===== config.mk =====
export PLATFORM = sky130hd
export DESIGN_NAME = fault_escalate
export DESIGN_NICKNAME = d
export VERILOG_FILES = /design/src/rtl/fe_pkg.sv /design/src/rtl/fe_route.sv /design/src/rtl/fe_status.sv /design/src/rtl/fe_addr_cap.sv /design/src/rtl/fault_escalate.sv
export SDC_FILE = /design/constraint.sdc
export NUM_CORES = 1
export LEC_CHECK = 0
export ABC_AREA = 1
export BUFFER_PORTS_ARGS = -buffer_cell sky130_fd_sc_hd__buf_2
export CORE_AREA = 2 2 104 106
export CTS_BUF_LIST = sky130_fd_sc_hd__clkbuf_16
export CTS_CLUSTER_DIAMETER = 100
export DETAILED_ROUTE_END_ITERATION = 6
export DIE_AREA = 0 0 106 108
export MAX_ROUTING_LAYER = met4
export PLACE_DENSITY = 0.88
export SYNTH_ARGS = -nofsm -noshare
export SYNTH_HDL_FRONTEND = slang
export SYNTH_HIERARCHICAL = 1
export SYNTH_SLANG_ARGS = --single-unit

===== constraint.sdc =====
create_clock -name clk -period 3.01 [get_ports clk]
set_input_delay 0.903 -clock clk [delete_from_list [all_inputs] [get_ports clk]]
set_output_delay 0.903 -clock clk [all_outputs]
set_load 0.05 [all_outputs]

===== src/rtl/fe_pkg.sv =====
package fe_pkg;
  typedef enum logic [1:0] {
    FC_MEM = 2'd0,
    FC_BUS = 2'd1,
    FC_USE = 2'd2,
    FC_VEC = 2'd3
  } fclass_e;

  localparam int NCLS     = 3;
  localparam int NADDR    = 2;
  localparam int AV_BIT   = 7;
  localparam int HFS_VEC  = 1;
  localparam int HFS_ESC  = 30;
  localparam logic [31:0] HFS_MASK = (32'h1 << HFS_VEC) | (32'h1 << HFS_ESC);
endpackage


===== src/rtl/fe_route.sv =====
module fe_route
  import fe_pkg::*;
#(
  parameter int PW = 3
) (
  input  logic                clk,
  input  logic                rst_n,
  input  logic                ev_valid,
  input  logic [1:0]          ev_class,
  input  logic [NCLS-1:0]     hnd_en,
  input  logic [NCLS*PW-1:0]  lvl_all,
  input  logic [PW:0]         run_lvl,
  input  logic                in_hard,
  input  logic                in_nmi,
  input  logic                coin_valid,
  input  logic [PW-1:0]       coin_lvl,
  input  logic [NCLS-1:0]     pend_take,
  output logic [NCLS-1:0]     req_own,
  output logic                req_hard,
  output logic [NCLS-1:0]     pend_q,
  output logic                locked,
  output logic                esc_set
);
  fclass_e       cls;
  logic [PW-1:0] f_lvl;
  logic          f_en;
  logic          is_vec, is_cls, lock_hit, live, can_own, beaten, hard_new;
  logic [NCLS-1:0] own_new, pend_new;

  assign cls = fclass_e'(ev_class);

  always_comb begin
    f_lvl = '0;
    f_en  = 1'b0;
    for (int i = 0; i < NCLS; i++) begin
      if (ev_class == 2'(i)) begin
        f_lvl = lvl_all[i*PW +: PW];
        f_en  = hnd_en[i];
      end
    end
  end

  assign is_vec   = ev_valid && (cls == FC_VEC);
  assign is_cls   = ev_valid && (cls != FC_VEC);
  assign lock_hit = is_cls && (in_hard || in_nmi);
  assign live     = is_cls && !lock_hit && !locked;
  assign can_own  = f_en && ({1'b0, f_lvl} < run_lvl);
  assign beaten   = coin_valid && (coin_lvl < f_lvl);
  assign esc_set  = live && !can_own;
  assign hard_new = !locked && (is_vec || esc_set);

  for (genvar gi = 0; gi < NCLS; gi++) begin : g_cls
    assign own_new[gi]  = live && can_own && !beaten && (ev_class == 2'(gi));
    assign pend_new[gi] = live && can_own && beaten && (ev_class == 2'(gi));
  end

  always_ff @(posedge clk or negedge rst_n) begin
    if (!rst_n) begin
      req_own  <= '0;
      req_hard <= 1'b0;
      pend_q   <= '0;
      locked   <= 1'b0;
    end else begin
      req_own  <= own_new;
      req_hard <= hard_new;
      pend_q   <= (pend_q & ~pend_take) | pend_new;
      locked   <= locked | lock_hit;
    end
  end

  // requests are mutually exclusive
  assert_one_request_R3: assert property (@(posedge clk) disable iff (!rst_n)
    $onehot0({req_own, req_hard}));

  // vector-fetch error reaches hard fault
  assert_vec_to_hard_R4: assert property (@(posedge clk) disable iff (!rst_n)
    (ev_valid && ev_class == 2'd3 && !locked) |=> req_hard);

  // fault inside hard fault or NMI locks up
  assert_lock_entry_R5: assert property (@(posedge clk) disable iff (!rst_n)
    (ev_valid && ev_class != 2'd3 && (in_hard || in_nmi)) |=> locked);

  // lockup silences all requests
  assert_lock_quiet_R5: assert property (@(posedge clk) disable iff (!rst_n)
    locked |=> (req_own == '0 && !req_hard));

  // a pended class never requests its handler in the same cycle
  assert_pend_no_req_R2: assert property (@(posedge clk) disable iff (!rst_n)
    (|pend_new) |=> ((req_own & $past(pend_new)) == '0));
endmodule


===== src/rtl/fe_status.sv =====
module fe_status
  import fe_pkg::*;
(
  input  logic             clk,
  input  logic             rst_n,
  input  logic             ev_valid,
  input  logic [1:0]       ev_class,
  input  logic [3:0]       ev_cause,
  input  logic             ev_addr_ok,
  input  logic             esc_set,
  input  logic             fsw_we,
  input  logic             hfs_we,
  input  logic [3:0]       sw_be,
  input  logic [31:0]      sw_wdata,
  output logic [31:0]      fsw,
  output logic [31:0]      hfs,
  output logic [NADDR-1:0] cap
);
  fclass_e     cls;
  logic [31:0] lane_m, clr_f, clr_h, set_f, set_h;

  assign cls = fclass_e'(ev_class);

  function automatic logic [7:0] byte_bits(input logic [2:0] c, input logic aok);
    logic [7:0] b;
    b = (c == 3'd7) ? 8'h00 : (8'h01 << c);
    if (aok) b[AV_BIT] = 1'b1;
    return b;
  endfunction

  assign lane_m = {{8{sw_be[3]}}, {8{sw_be[2]}}, {8{sw_be[1]}}, {8{sw_be[0]}}};
  assign clr_f  = fsw_we ? (sw_wdata & lane_m) : '0;
  assign clr_h  = hfs_we ? (sw_wdata & lane_m & HFS_MASK) : '0;

  always_comb begin
    set_f = '0;
    if (ev_valid) begin
      case (cls)
        FC_MEM:  set_f[7:0]   = byte_bits(ev_cause[2:0], ev_addr_ok);
        FC_BUS:  set_f[15:8]  = byte_bits(ev_cause[2:0], ev_addr_ok);
        FC_USE:  set_f[31:16] = 16'h0001 << ev_cause;
        default: set_f = '0;
      endcase
    end
  end

  always_comb begin
    set_h = '0;
    set_h[HFS_VEC] = ev_valid && (cls == FC_VEC);
    set_h[HFS_ESC] = esc_set;
  end

  assign cap[0] = set_f[AV_BIT]     && (!fsw[AV_BIT]     || clr_f[AV_BIT]);
  assign cap[1] = set_f[8 + AV_BIT] && (!fsw[8 + AV_BIT] || clr_f[8 + AV_BIT]);

  always_ff @(posedge clk or negedge rst_n) begin
    if (!rst_n) begin
      fsw <= '0;
      hfs <= '0;
    end else begin
      fsw <= (fsw & ~clr_f) | set_f;
      hfs <= (hfs & ~clr_h) | set_h;
    end
  end

  // a set in the same cycle as a clear wins
  assert_set_wins_R10: assert property (@(posedge clk) disable iff (!rst_n)
    (|set_f) |=> ((fsw & $past(set_f)) == $past(set_f)));

  // disabled lanes and no event leave the word alone
  assert_lane_hold_R7: assert property (@(posedge clk) disable iff (!rst_n)
    (!ev_valid && (!fsw_we || sw_be == 4'h0)) |=> $stable(fsw));

  // vector-fetch error never touches the class status word
  assert_vec_keeps_fsw_R4: assert property (@(posedge clk) disable iff (!rst_n)
    (ev_valid && ev_class == 2'd3 && !fsw_we) |=> $stable(fsw));
endmodule


===== src/rtl/fe_addr_cap.sv =====
module fe_addr_cap #(
  parameter int AW = 32
) (
  input  logic          clk,
  input  logic          rst_n,
  input  logic          cap,
  input  logic [AW-1:0] din,
  output logic [AW-1:0] dout
);
  always_ff @(posedge clk or negedge rst_n) begin
    if (!rst_n)   dout <= '0;
    else if (cap) dout <= din;
  end
endmodule


===== src/rtl/fault_escalate.sv =====
module fault_escalate
  import fe_pkg::*;
#(
  parameter int PW = 3,
  parameter int AW = 32
) (
  input  logic          clk,
  input  logic          rst_n,
  input  logic          ev_valid,
  input  logic [1:0]    ev_class,
  input  logic [3:0]    ev_cause,
  input  logic [AW-1:0] ev_addr,
  input  logic          ev_addr_ok,
  input  logic [2:0]    hnd_en,
  input  logic [PW-1:0] lvl_mm,
  input  logic [PW-1:0] lvl_bus,
  input  logic [PW-1:0] lvl_usg,
  input  logic [PW:0]   run_lvl,
  input  logic          in_hard,
  input  logic          in_nmi,
  input  logic          coin_valid,
  input  logic [PW-1:0] coin_lvl,
  input  logic [2:0]    pend_take,
  input  logic          fsw_we,
  input  logic          hfs_we,
  input  logic [3:0]    sw_be,
  input  logic [31:0]   sw_wdata,
  output logic [2:0]    req_own,
  output logic          req_hard,
  output logic [2:0]    pend_q,
  output logic          locked,
  output logic [31:0]   fsw,
  output logic [31:0]   hfs,
  output logic [AW-1:0] mm_addr,
  output logic [AW-1:0] bus_addr
);
  logic                esc_set;
  logic [NADDR-1:0]    cap;
  logic [AW-1:0]       far_q [NADDR];
  logic [NCLS*PW-1:0]  lvl_all;

  assign lvl_all = {lvl_usg, lvl_bus, lvl_mm};

  fe_route #(.PW(PW)) u_route (
    .clk(clk), .rst_n(rst_n), .ev_valid(ev_valid), .ev_class(ev_class),
    .hnd_en(hnd_en), .lvl_all(lvl_all), .run_lvl(run_lvl),
    .in_hard(in_hard), .in_nmi(in_nmi), .coin_valid(coin_valid),
    .coin_lvl(coin_lvl), .pend_take(pend_take), .req_own(req_own),
    .req_hard(req_hard), .pend_q(pend_q), .locked(locked), .esc_set(esc_set)
  );

  fe_status u_status (
    .clk(clk), .rst_n(rst_n), .ev_valid(ev_valid), .ev_class(ev_class),
    .ev_cause(ev_cause), .ev_addr_ok(ev_addr_ok), .esc_set(esc_set),
    .fsw_we(fsw_we), .hfs_we(hfs_we), .sw_be(sw_be), .sw_wdata(sw_wdata),
    .fsw(fsw), .hfs(hfs), .cap(cap)
  );

  for (genvar gi = 0; gi < NADDR; gi++) begin : g_far
    fe_addr_cap #(.AW(AW)) u_cap (
      .clk(clk), .rst_n(rst_n), .cap(cap[gi]), .din(ev_addr), .dout(far_q[gi])
    );
  end

  assign mm_addr  = far_q[0];
  assign bus_addr = far_q[1];

  // a memory fault with a known address marks it valid
  assert_addr_valid_R8: assert property (@(posedge clk) disable iff (!rst_n)
    (ev_valid && ev_class == 2'd0 && ev_addr_ok) |=> fsw[7]);

  // a held memory-fault address is not overwritten
  assert_mm_hold_R9: assert property (@(posedge clk) disable iff (!rst_n)
    (fsw[7] && !(fsw_we && sw_be[0] && sw_wdata[7])) |=> $stable(mm_addr));

  // a held bus-fault address is not overwritten
  assert_bus_hold_R9: assert property (@(posedge clk) disable iff (!rst_n)
    (fsw[15] && !(fsw_we && sw_be[1] && sw_wdata[15])) |=> $stable(bus_addr));
endmodule


==> Word level (Yosys, flattened, before mapping) <==
Index checks and enable logic that the tools add are counted.
{ "word_totals": {"input_bits": 105, "regBits": 136, "wordCells": 73, "output_inout_bits": 136} }
{ "op_classes": {"n_mux": 14, "order_cmp": 2, "n_shift": 2, "n_reduce_logical": 31, "n_eq_ne": 5, "n_bitwise": 11} }
{ "op_table": {"columns": ["cell", "count"], "rows": [
  ["bitwise AND 32 bit", 3],
  ["two-way mux 32 bit", 2],
  ["inverter 32 bit", 2],
  ["OR 32 x 31 -> 32 bit", 1],
  ["OR 32 bit", 1],
  ["two-way mux 31 bit", 1],
  ["two-way mux 8 bit", 3],
  ["logical AND 1 bit", 20],
  ["two-way mux 16 bit", 1],
  ["<< shifter 1 x 4 -> 16 bit (first input constant)", 1],
  ["two-way mux 3 bit", 3],
  ["<< shifter 1 x 3 -> 8 bit (first input constant)", 1],
  ["zero test 1 bit", 6],
  ["equality test 2 bit (second input constant)", 2],
  ["logical OR 1 bit", 4],
  ["< comparator 3 x 4 -> 1 bit", 1],
  ["two-way mux 1 bit", 4],
  ["bitwise AND 3 bit", 1],
  ["equality test 3 bit (second input constant)", 1],
  ["< comparator 3 bit", 1],
  ["inverter 3 bit", 1],
  ["OR 3 bit", 1],
  ["equality test 2 x 1 -> 1 bit (second input constant)", 1],
  ["zero test 2 bit", 1],
  ["2 further kinds", 2]
]} }

==> Depth between registers and ports, before layout <==
Gate-level depths: netlist of the first run.
{ "depth": {"depth_word": 10, "mapped_depth": 14, "mapped_depth_nobuf": 14} }

==> Hierarchy <==
The synthesis of the first run kept the hierarchy.
{ "by_module_without_submodules": {"columns": ["mod", "seq_area_each_um2", "area_per_inst_um2", "cells_each", "n_inst"], "rows": [
  ["fe_addr_cap", 800.8, 1292.5, 136, 2],
  ["fe_status", 850.8, 1843.0, 237, 1],
  ["fe_route", 200.2, 600.6, 87, 1]
]} }

==> Least setup slack after synthesis of the first run <==
OpenSTA, ideal clock, no wires.
{ "synth_timing": {"path_type": "input port to flip-flop", "startpoint": "input port ev_class[1]", "endpoint": "register u_route.req_own[2]", "n_path_buf": 0, "path_slack_ns": 0.801, "path_stages": 13, "setup_ns": 0.115, "t_required_ns": 2.895, "arrival_time_ns": 2.094, "cell_sequence": "inv_2 nor2_2 inv_1 nor2_1 a221oi_1 inv_1 ha_1 nand2_1 a21boi_2 nor2_2 inv_1 nand2_2 nor2_1"} }
{ "synth_between": {"elab_chain_cells": 9, "word_cells_on_any_way": 23, "cone_classes": "order compare: 2; eq/ne: 3; mux: 6; reduce/logical: 12"} }
{ "synth_rtl": {"columns": ["item", "line", "text"], "rows": [
  ["start: declaration", "fault_escalate.sv:10", "input logic [1:0] ev_class,"],
  ["zero test 2 bit / inequality test 2 bit (equally long branches)", "fe_route.sv:36, fe_route.sv:44", null],
  ["two-way mux 3 bit / logical AND 1 bit (equally long branches)", "fe_route.sv:36, fe_route.sv:44", null],
  ["two-way mux 3 bit / logical AND 1 bit (equally long branches)", "fe_route.sv:36, fe_route.sv:45", null],
  ["two-way mux 3 bit / zero test 1 bit (equally long branches)", "fe_route.sv:36, fe_route.sv:46", null],
  ["< comparator 3 x 4 -> 1 bit (tied with other cells)", "fe_route.sv:47", "assign can_own = f_en && ({1'b0, f_lvl} < run_lvl);"],
  ["logical AND 1 bit (on tied branches)", "fe_route.sv:47, fe_route.sv:46, fe_route.sv:48", null],
  ["logical AND 1 bit / zero test 1 bit (equally long branches)", "fe_route.sv:53", "assign own_new[gi] = live && can_own && !beaten && (ev_class == 2'(gi));"],
  ["logical AND 1 bit", "fe_route.sv:53", null],
  ["logical AND 1 bit *", "fe_route.sv:53", null],
  ["named net u_route.own_new[2]", "fe_route.sv:28", "logic [NCLS-1:0] own_new, pend_new;"],
  ["end signal: assignment", "fe_route.sv:64", "req_own <= own_new;"],
  ["end: declaration", "fe_route.sv:18", "output logic [NCLS-1:0] req_own,"]
]} }
The timed path passes the listed nets; every way through them passes the cells marked *.
A chain may end at the register's enable or synchronous reset.

==> Final worst setup path of the first run <==
Ends and elaborated chain as after synthesis.

==> impl_summary.md, run 1 <==
Clock tree
At the later pin of the worst-skew pair, clock insertion delay measures ~340 ps. TritonCTS built the clock tree. The number of instances resized during post-cts repair is 0. The number of buffers on the longest clock path is 2. Post-CTS timing repair inserted 0 buffers for setup.

The post-CTS clock slew at the launch and capture registers of the worst setup and hold paths is 70 ps. The CTS H-tree depth is 3. The library cell used as clock root buffer is sky130_fd_sc_hd__clkbuf_16.

The number of buffers created by CTS is 9. The quantity of hold-fixing buffers added after cts is 0. For this design, the sink count on the clock tree is 106.

Drt
The post-detailed-route via-to-cell ratio is 4.79. The routed layout has 4529 vias. The routed length per placed instance is 13.1 um. The DRC marker count from the first detailed-route iteration is 250.

The first-pass iteration count of the detailed router is 5. The detail route stage leaves a number of antenna-violating nets equal to 0. After detailed routing, the number of remaining DRC violations is 0.

The total detailed-routing wirelength is 12300 um.

Floorplan
The total area inside the core boundary comes to 0.0102 mm^2. The die covers 0.0114 mm^2. The chip width is between 100 and 150 um. The die height is 108 um. The row count is 37. For this configuration, the core starts out at a cell density of 0.492.

241 I/O pins were placed.

STA
Adding up every negative setup slack in the final design gives 0 ps. Based on the critical path, the design can be clocked at up to 450 MHz. The final count of pins violating max slew is 0. The number of endpoints failing setup at the final stage is 0. The number of hold-slack violations in the final timing report is 0. Setup repair after global routing left no endpoint under its margin. The post-layout minimum cycle time is 2220 ps. The worst slew slack as a fraction of its limit is 0.645.

The final worst-path cycle share is 0.739. For the pin with the worst max-slew slack, the measured transition is between 500 and 600 ps. The final setup skew is approximately 7.3 ps.

Layout
Compared with the post-synthesis result, the final layout area differs by 24.6%. The number of nets in the layout is roughly 910. The number of fillers in the final layout is between 900 and 1000. Of the cells placed in the final design, the portion with a size suffix greater than 1 is 0.346.

0 antenna diodes ended up in the layout. For this run, the number of standard cells in the final layout without fillers is roughly 950.

Synth
Sorting the synthesized cells by area gives the leading types as sky130_fd_sc_hd__dfrtp_1, sky130_fd_sc_hd__nand2_1, sky130_fd_sc_hd__buf_4. The proportion of netlist area held by the largest area contributor is 0.527. Averaged over all synthesized cells, the footprint is 8.44 um^2. For this run, the register share of the synthesized area comes to 0.527. The cell type with the highest aggregate area in the netlist is sky130_fd_sc_hd__dfrtp_1. The number of warnings issued by yosys is 6. The total standard cell area after synthesis is 0.00503 mm^2. The flop and latch count out of synthesis is 106. The synthesized netlist contains 24 unique library cells. The synthesized instance count is about 600.

Power
The maximum vdd drop is 0.345 mV. The power per cell area is 677 mW/mm^2. The post-layout total power is 4.24 mW. The reported leakage power is 3.75 nW.

Run status
The run finished with clean final reports.

Run
Across the run, the number of max-cap violations was 0.

GRT
The first-pass GRT wire length is 19600 um. Across every metal layer, demand over resource in global routing totals 0.223. The total grt overflow is 0. The initial antenna violation count is 0. The number of global-route vias before repair came to 4137. Entering global routing, the biggest net connects 53 pins.

Min path
The path class of the lowest-slack min-delay path is reg -> reg.

Critical path
The worst setup path is of the in -> reg kind. The number of cell instances on the worst register-to-register path is 6. The worst-path maximum fanout is 9. At the worst endpoint, the arrival time is 2460 ps. Setup slack on the worst reg-to-reg path comes out at 1600 ps. The critical path starts at ev_class[1]. At the worst endpoint, the required time is 3240 ps. The worst setup path is captured at a flop.

The worst register-to-register path begins at u_status/fsw[15]. The startpoint type of the worst setup path is an input pin. The most critical setup path has its endpoint at u_route/req_own[2]. The capture point of the worst reg-to-reg path is g_far[1].u_cap/dout[31].

Place
The number of cells in the design after placement is around 930. The post-detailed-placement half-perimeter wirelength is 9570 um. At the end of routability-driven placement, the weighted congestion stood at approximately 0.88. The total of buffers placed on input and output ports is 210.
## Yosys cell counts, drive strengths merged
master / n
inv: 39
a221oi: 1
dfrtp: 106
nor2: 22
nand4: 3
conb: 1
nand2: 300
buf: 46
o21ai: 17
nand3: 50
ha: 4
a21boi: 1
clkbuf: 6
## worst min path at each step
stage	start	endpoint	slack (ps)	cells past startpoint
2_1_floorplan	rst_n	g_far[0].u_cap/dout[0]	610	0
3_3_place_gp	g_far[1].u_cap/dout[19]	g_far[1].u_cap/dout[19]	450	2
3_5_place_dp	g_far[1].u_cap/dout[10]	g_far[1].u_cap/dout[10]	450	2
4_1_cts	g_far[1].u_cap/dout[20]	g_far[1].u_cap/dout[20]	470	2
5_1_grt	g_far[0].u_cap/dout[16]	g_far[0].u_cap/dout[16]	490	2
6_report	g_far[1].u_cap/dout[20]	g_far[1].u_cap/dout[20]	470	2
## worst max-delay path, stage by stage
cell	delay, ps
sky130_fd_sc_hd__buf_2	160
sky130_fd_sc_hd__inv_2	100
sky130_fd_sc_hd__nor2_2	60
sky130_fd_sc_hd__inv_1	90
sky130_fd_sc_hd__nor2_1	50
sky130_fd_sc_hd__a221oi_1	280
sky130_fd_sc_hd__inv_1	90
sky130_fd_sc_hd__ha_1	280
sky130_fd_sc_hd__nand2_1	80
sky130_fd_sc_hd__a21boi_2	50
sky130_fd_sc_hd__nor2_2	140
sky130_fd_sc_hd__inv_1	70
sky130_fd_sc_hd__nand2_2	80
sky130_fd_sc_hd__nor2_1	40
## registers in the layout, indices dropped and copies added, names as in the netlist
register and cells:
g_far.u_cap/dout 64, u_route/locked 1, u_route/pend_q 3, u_route/req_hard 1
u_route/req_own 3, u_status/fsw 32, u_status/hfs 2
## routing by layer
layer	vias up	track usage	wire [um]
li1	2180	-	-
met2	236	0.361	6090
met1	2095	0.282	5080
met5	-	-	0
met4	0	0.0836	220
met3	18	0.0410	944
## per-stage QoR
stage	cell area (um^2)	worst slack [ps]	util	hold WS, ps
3_5_place_dp	5990	449	0.585	453
3_3_place_gp	5990	492	0.585	448
6_report	6270	786	0.612	467
4_1_cts	6270	805	0.612	471
5_1_grt	6270	594	0.612	490
2_1_floorplan	5140	801	-	607
## final cells by class
type	count	area [um^2]	area share
Multi-Input combinational cell	428	1860	0.297
Sequential cell	106	2650	0.423
Inverter	39	161	0.0258
Clock inverter	7	52.6	0.00839
Tap cell	136	170	0.0272
Timing Repair Buffer	220	1140	0.182
Clock buffer	9	225	0.0359
## power by group
part | internal, mW | switching (mW) | total [mW]
combinational | 0.303 | 1.11 | 1.41
clock | 0.569 | 0.523 | 1.09
sequential | 1.62 | 0.117 | 1.74
## placed cells by master (no fill, tap or decap), types with 2 or more instances in the layout
master,count
sky130_fd_sc_hd__nand2_1,276
sky130_fd_sc_hd__buf_2,209
sky130_fd_sc_hd__dfrtp_1,106
sky130_fd_sc_hd__nand3_1,48
sky130_fd_sc_hd__inv_1,31
sky130_fd_sc_hd__conb_1,30
sky130_fd_sc_hd__nand2_2,24
sky130_fd_sc_hd__o21ai_0,16
sky130_fd_sc_hd__nor2_1,12
sky130_fd_sc_hd__buf_4,10
sky130_fd_sc_hd__clkbuf_16,9
sky130_fd_sc_hd__nor2_2,7
sky130_fd_sc_hd__inv_2,6
sky130_fd_sc_hd__ha_1,4
sky130_fd_sc_hd__inv_8,3
sky130_fd_sc_hd__nand4_1,3
sky130_fd_sc_hd__nor2_4,3
sky130_fd_sc_hd__inv_6,2
sky130_fd_sc_hd__clkinvlp_4,2
## kinds of logic (layout without fill, tap and decap cells)
logic type,after synthesis,after routing,share of synthesized area
compound gates,19,19,0.0209
simple gates,375,375,0.316
fa+ha+maj,4,4,0.00995
flops,106,106,0.527
buf+inv,91,275,0.125
other cells,1,30,0.000746
(Power assumes the default switching activity.)
==> inputs of run 2 (changes only) <==
--- a/config.mk
+++ b/config.mk
@@ -7,13 +7,13 @@
 export LEC_CHECK = 0
 export ABC_AREA = 1
 export BUFFER_PORTS_ARGS = -buffer_cell sky130_fd_sc_hd__buf_2
-export CORE_AREA = 2 2 104 106
+export CORE_AREA = 2 2 107 109
 export CTS_BUF_LIST = sky130_fd_sc_hd__clkbuf_16
 export CTS_CLUSTER_DIAMETER = 100
 export DETAILED_ROUTE_END_ITERATION = 6
-export DIE_AREA = 0 0 106 108
+export DIE_AREA = 0 0 109 111
 export MAX_ROUTING_LAYER = met4
-export PLACE_DENSITY = 0.88
+export PLACE_DENSITY = 0.84
 export SYNTH_ARGS = -nofsm -noshare
 export SYNTH_HDL_FRONTEND = slang
 export SYNTH_HIERARCHICAL = 1
==> constraint.sdc (replaced) <==
create_clock -name clk -period 2.05 [get_ports clk]
set_input_delay 0.615 -clock clk [delete_from_list [all_inputs] [get_ports clk]]
set_output_delay 0.615 -clock clk [all_outputs]
set_load 0.05 [all_outputs]
==> run 2 against run 1 <==
  * Non-clock buffer count grew 6
  * Highest routed layer unchanged
  * First-iteration DRC count grew 28%
  * Routed wire length grew 0.51%
  * Largest power group unchanged
  * Critical path depth is the same
==> impl_summary.md, run 2 (synthesis gave the netlist of run 1 again) <==
Run status
The flow ran to the end, and the final reports show no timing, DRC or antenna violations.

Power
The post-layout total power is 6.13 mW. Dividing total power by cell area gives a power density of 965 mW/mm^2. VDD sags by at most 0.514 mV.

In this run the static leakage power is approximately 3.8 nW.

Clock tree
The buffers inserted during post-CTS setup optimization is 0. After clock tree synthesis, the clock-pin slew on the worst setup and hold paths is 70 ps. No sink is reached through more buffers than the 2 on the longest clock path. TritonCTS built the clock tree. The number of hold buffers added after CTS was 0.

The library cell used as clock root buffer is sky130_fd_sc_hd__clkbuf_16. The TritonCTS sink count is 106. At the later pin of the worst-skew pair, clock insertion delay measures between 300 and 400 ps. TritonCTS created 9 clock buffers.

The CTS H-tree depth is 3.

Floorplan
After floorplanning, the core was sized to cover 0.0111 mm^2. In this run the horizontal extent of the chip is between 100 and 150 um. The boundary pin count is about 240. For this configuration, the core starts out at a cell density of 0.454. The row count is 39. The floorplan step defined a die boundary enclosing 0.0121 mm^2.

Measured along the y axis, the die boundary spans ~110 um.

STA
In the finished design, the share of the clock period the worst path needs comes to 0.886. Setup violations remaining at the end of the flow were counted as 0. Setup repair after global routing left no endpoint under its margin. Counting I/O delays and the setup requirement, the final critical path takes between 1500 and 2000 ps. The final count of pins violating max slew is 0.

The number of hold-slack violations in the final timing report was 0. The final setup skew is 6.13 ps. The post-layout worst setup margin is roughly 230 ps. Based on the critical path, the design can be clocked at up to 551 MHz. Hold is met by around 100 ps.

Setup total negative slack on the finished layout was measured at 0 ps.

Layout
The number of antenna repair diodes is 0. At the end of the flow the core is filled with cells to 0.573. In the final layout, the registers with the most flip-flops are g_far.u_cap/dout: 64 flops, u_status/fsw: 32 flops.

The register with the most flip-flops in the layout has 64 of them. The leading cell type in the layout, fill and taps excluded is sky130_fd_sc_hd__nand2_1. In the final layout, the share of cells above drive strength 1 is 0.348. The number of nets in the layout is between 900 and 1000.

Ranked by flip-flop count, first place goes to g_far.u_cap/dout. The finished layout holds about 960 standard cells, fillers aside. Compared with the post-synthesis result, the final layout area differs by 26.3%. The summed area of non-filler cells in the final layout is about 0.0064 mm^2.

The top cell types in the final layout, fill and taps aside, are sky130_fd_sc_hd__nand2_1, sky130_fd_sc_hd__buf_2, sky130_fd_sc_hd__dfrtp_1.

Critical path
The signal on the critical path passes through buf_2 > inv_2 > nor2_2 > inv_1 > nor2_1 > a221oi_2 > inv_1 > ha_1 > nand2_1 > a21boi_2 > nor2_2 > inv_1 > nand2_2 > nor2_1. The classification of the worst setup path is in -> reg. The largest delay contributor family on the critical path is buffers and inverters. The critical path data required time is 2280 ps.

The slowest stage of the critical path belongs to the cell sky130_fd_sc_hd__ha_1. The data arrival at the endpoint of the critical path is 2040 ps. The largest single stage delay on the critical path is 280 ps. The cell that appears most often on the critical path is sky130_fd_sc_hd__inv_1. The number of buffer and inverter stages on the critical path is 5. The critical path endpoint category is a flop. The number of cell instances on the worst register-to-register path is 7. The critical path runs through a total of 14 cells.

The startpoint type of the worst setup path is an input pin. In this run the worst path has a maximum fanout of 4.

Place
The post-detailed-placement half-perimeter wirelength is approximately 9400 um. In this run the cell area measured after placement is 0.00610 mm^2. Buffers placed on the I/O ports in this run total 210. The number of cells in the design after placement is ~940. The global placement routability congestion is around 0.84. Timing analysis after detailed placement gives a worst setup slack of -246 ps.

Drt
The routed length per placed instance is 13.0 um. The post-detailed-route via-to-cell ratio is 4.67. The routed layout has 4463 vias. The antenna violation net count after detailed routing is 0.

For this run, design rule violations remaining after detail routing come to 0. After the first detailed-routing iteration, the DRC count stood at 320. The final layout contains routed wiring with a total length of 12400 um.

For this run, the detailed router's first-pass iteration total came to 5.

GRT
The global routing usage summed across all routing layers is 0.211. Entering global routing, the biggest net connects a little over 60 pins. The first-pass GRT wire length is 19700 um. The total grt overflow is 0. The initial antenna violation count was 0. The number of global-route vias before repair came to between 4000 and 5000.

Run
Across the run, the number of max-cap violations was 0.

Min path
The path class of the lowest-slack min-delay path is in -> async.
-- run 2: cell types whose count changed in the layout (fill, tap and decap cells not counted) --
cell,delta
sky130_fd_sc_hd__buf_12,+4
sky130_fd_sc_hd__nor2_4,+1
sky130_fd_sc_hd__a221oi_2,+1
sky130_fd_sc_hd__clkinvlp_4,-1
sky130_fd_sc_hd__inv_6,-2
sky130_fd_sc_hd__clkinv_1,+2
sky130_fd_sc_hd__buf_4,+2
sky130_fd_sc_hd__a221oi_1,-1
sky130_fd_sc_hd__inv_8,-1
sky130_fd_sc_hd__nor2_2,-1
-- run 2: area by class of cell --
type	count	area (um^2)
fillers	1020	4720
flip-flops and latches	106	2650
multi-input cells	428	1870
repair buffers	226	1240
clock buffers	9	225
well taps	143	179
inverters	39	161
clock inverters	5	23.8
-- run 2: layer usage --
| metal | up-vias | global-route usage | share of wire |
|---|---|---|---|
| li1 | 2190 | - | - |
| met1 | 2047 | 0.267 | 0.42 |
| met2 | 208 | 0.336 | 0.48 |
| met3 | 18 | 0.0417 | 0.078 |
| met4 | 0 | 0.0769 | 0.018 |
| met5 | - | - | 0 |
-- run 2: where the power goes --
group          switching (mW)  internal (mW)  total (mW)  leakage, nW
Sequential              0.163           2.38        2.54         1.37
Clock                   0.701          0.796        1.50        0.120
Combinational            1.63          0.461        2.09         2.29
-- run 2: final timing paths --
path,slack [ps],endpoint,startpoint
worst max-delay path,230,u_route/req_own[1],ev_class[1]
worst min-delay path,100,g_far[1].u_cap/dout[0],rst_n
worst max register to register,850,g_far[1].u_cap/dout[24],u_status/fsw[15]
worst min register to register,470,g_far[0].u_cap/dout[15],g_far[0].u_cap/dout[15]
max in group asynchronous,1410,g_far[0].u_cap/dout[27],rst_n
min in group clk,470,g_far[0].u_cap/dout[15],g_far[0].u_cap/dout[15]
-- run 2: repair_timing --
action                                  in CTS  in global routing
endpoints found under the setup margin       0                  7
hold endpoints to repair                     0                  0
gates resized for setup                      0                  1
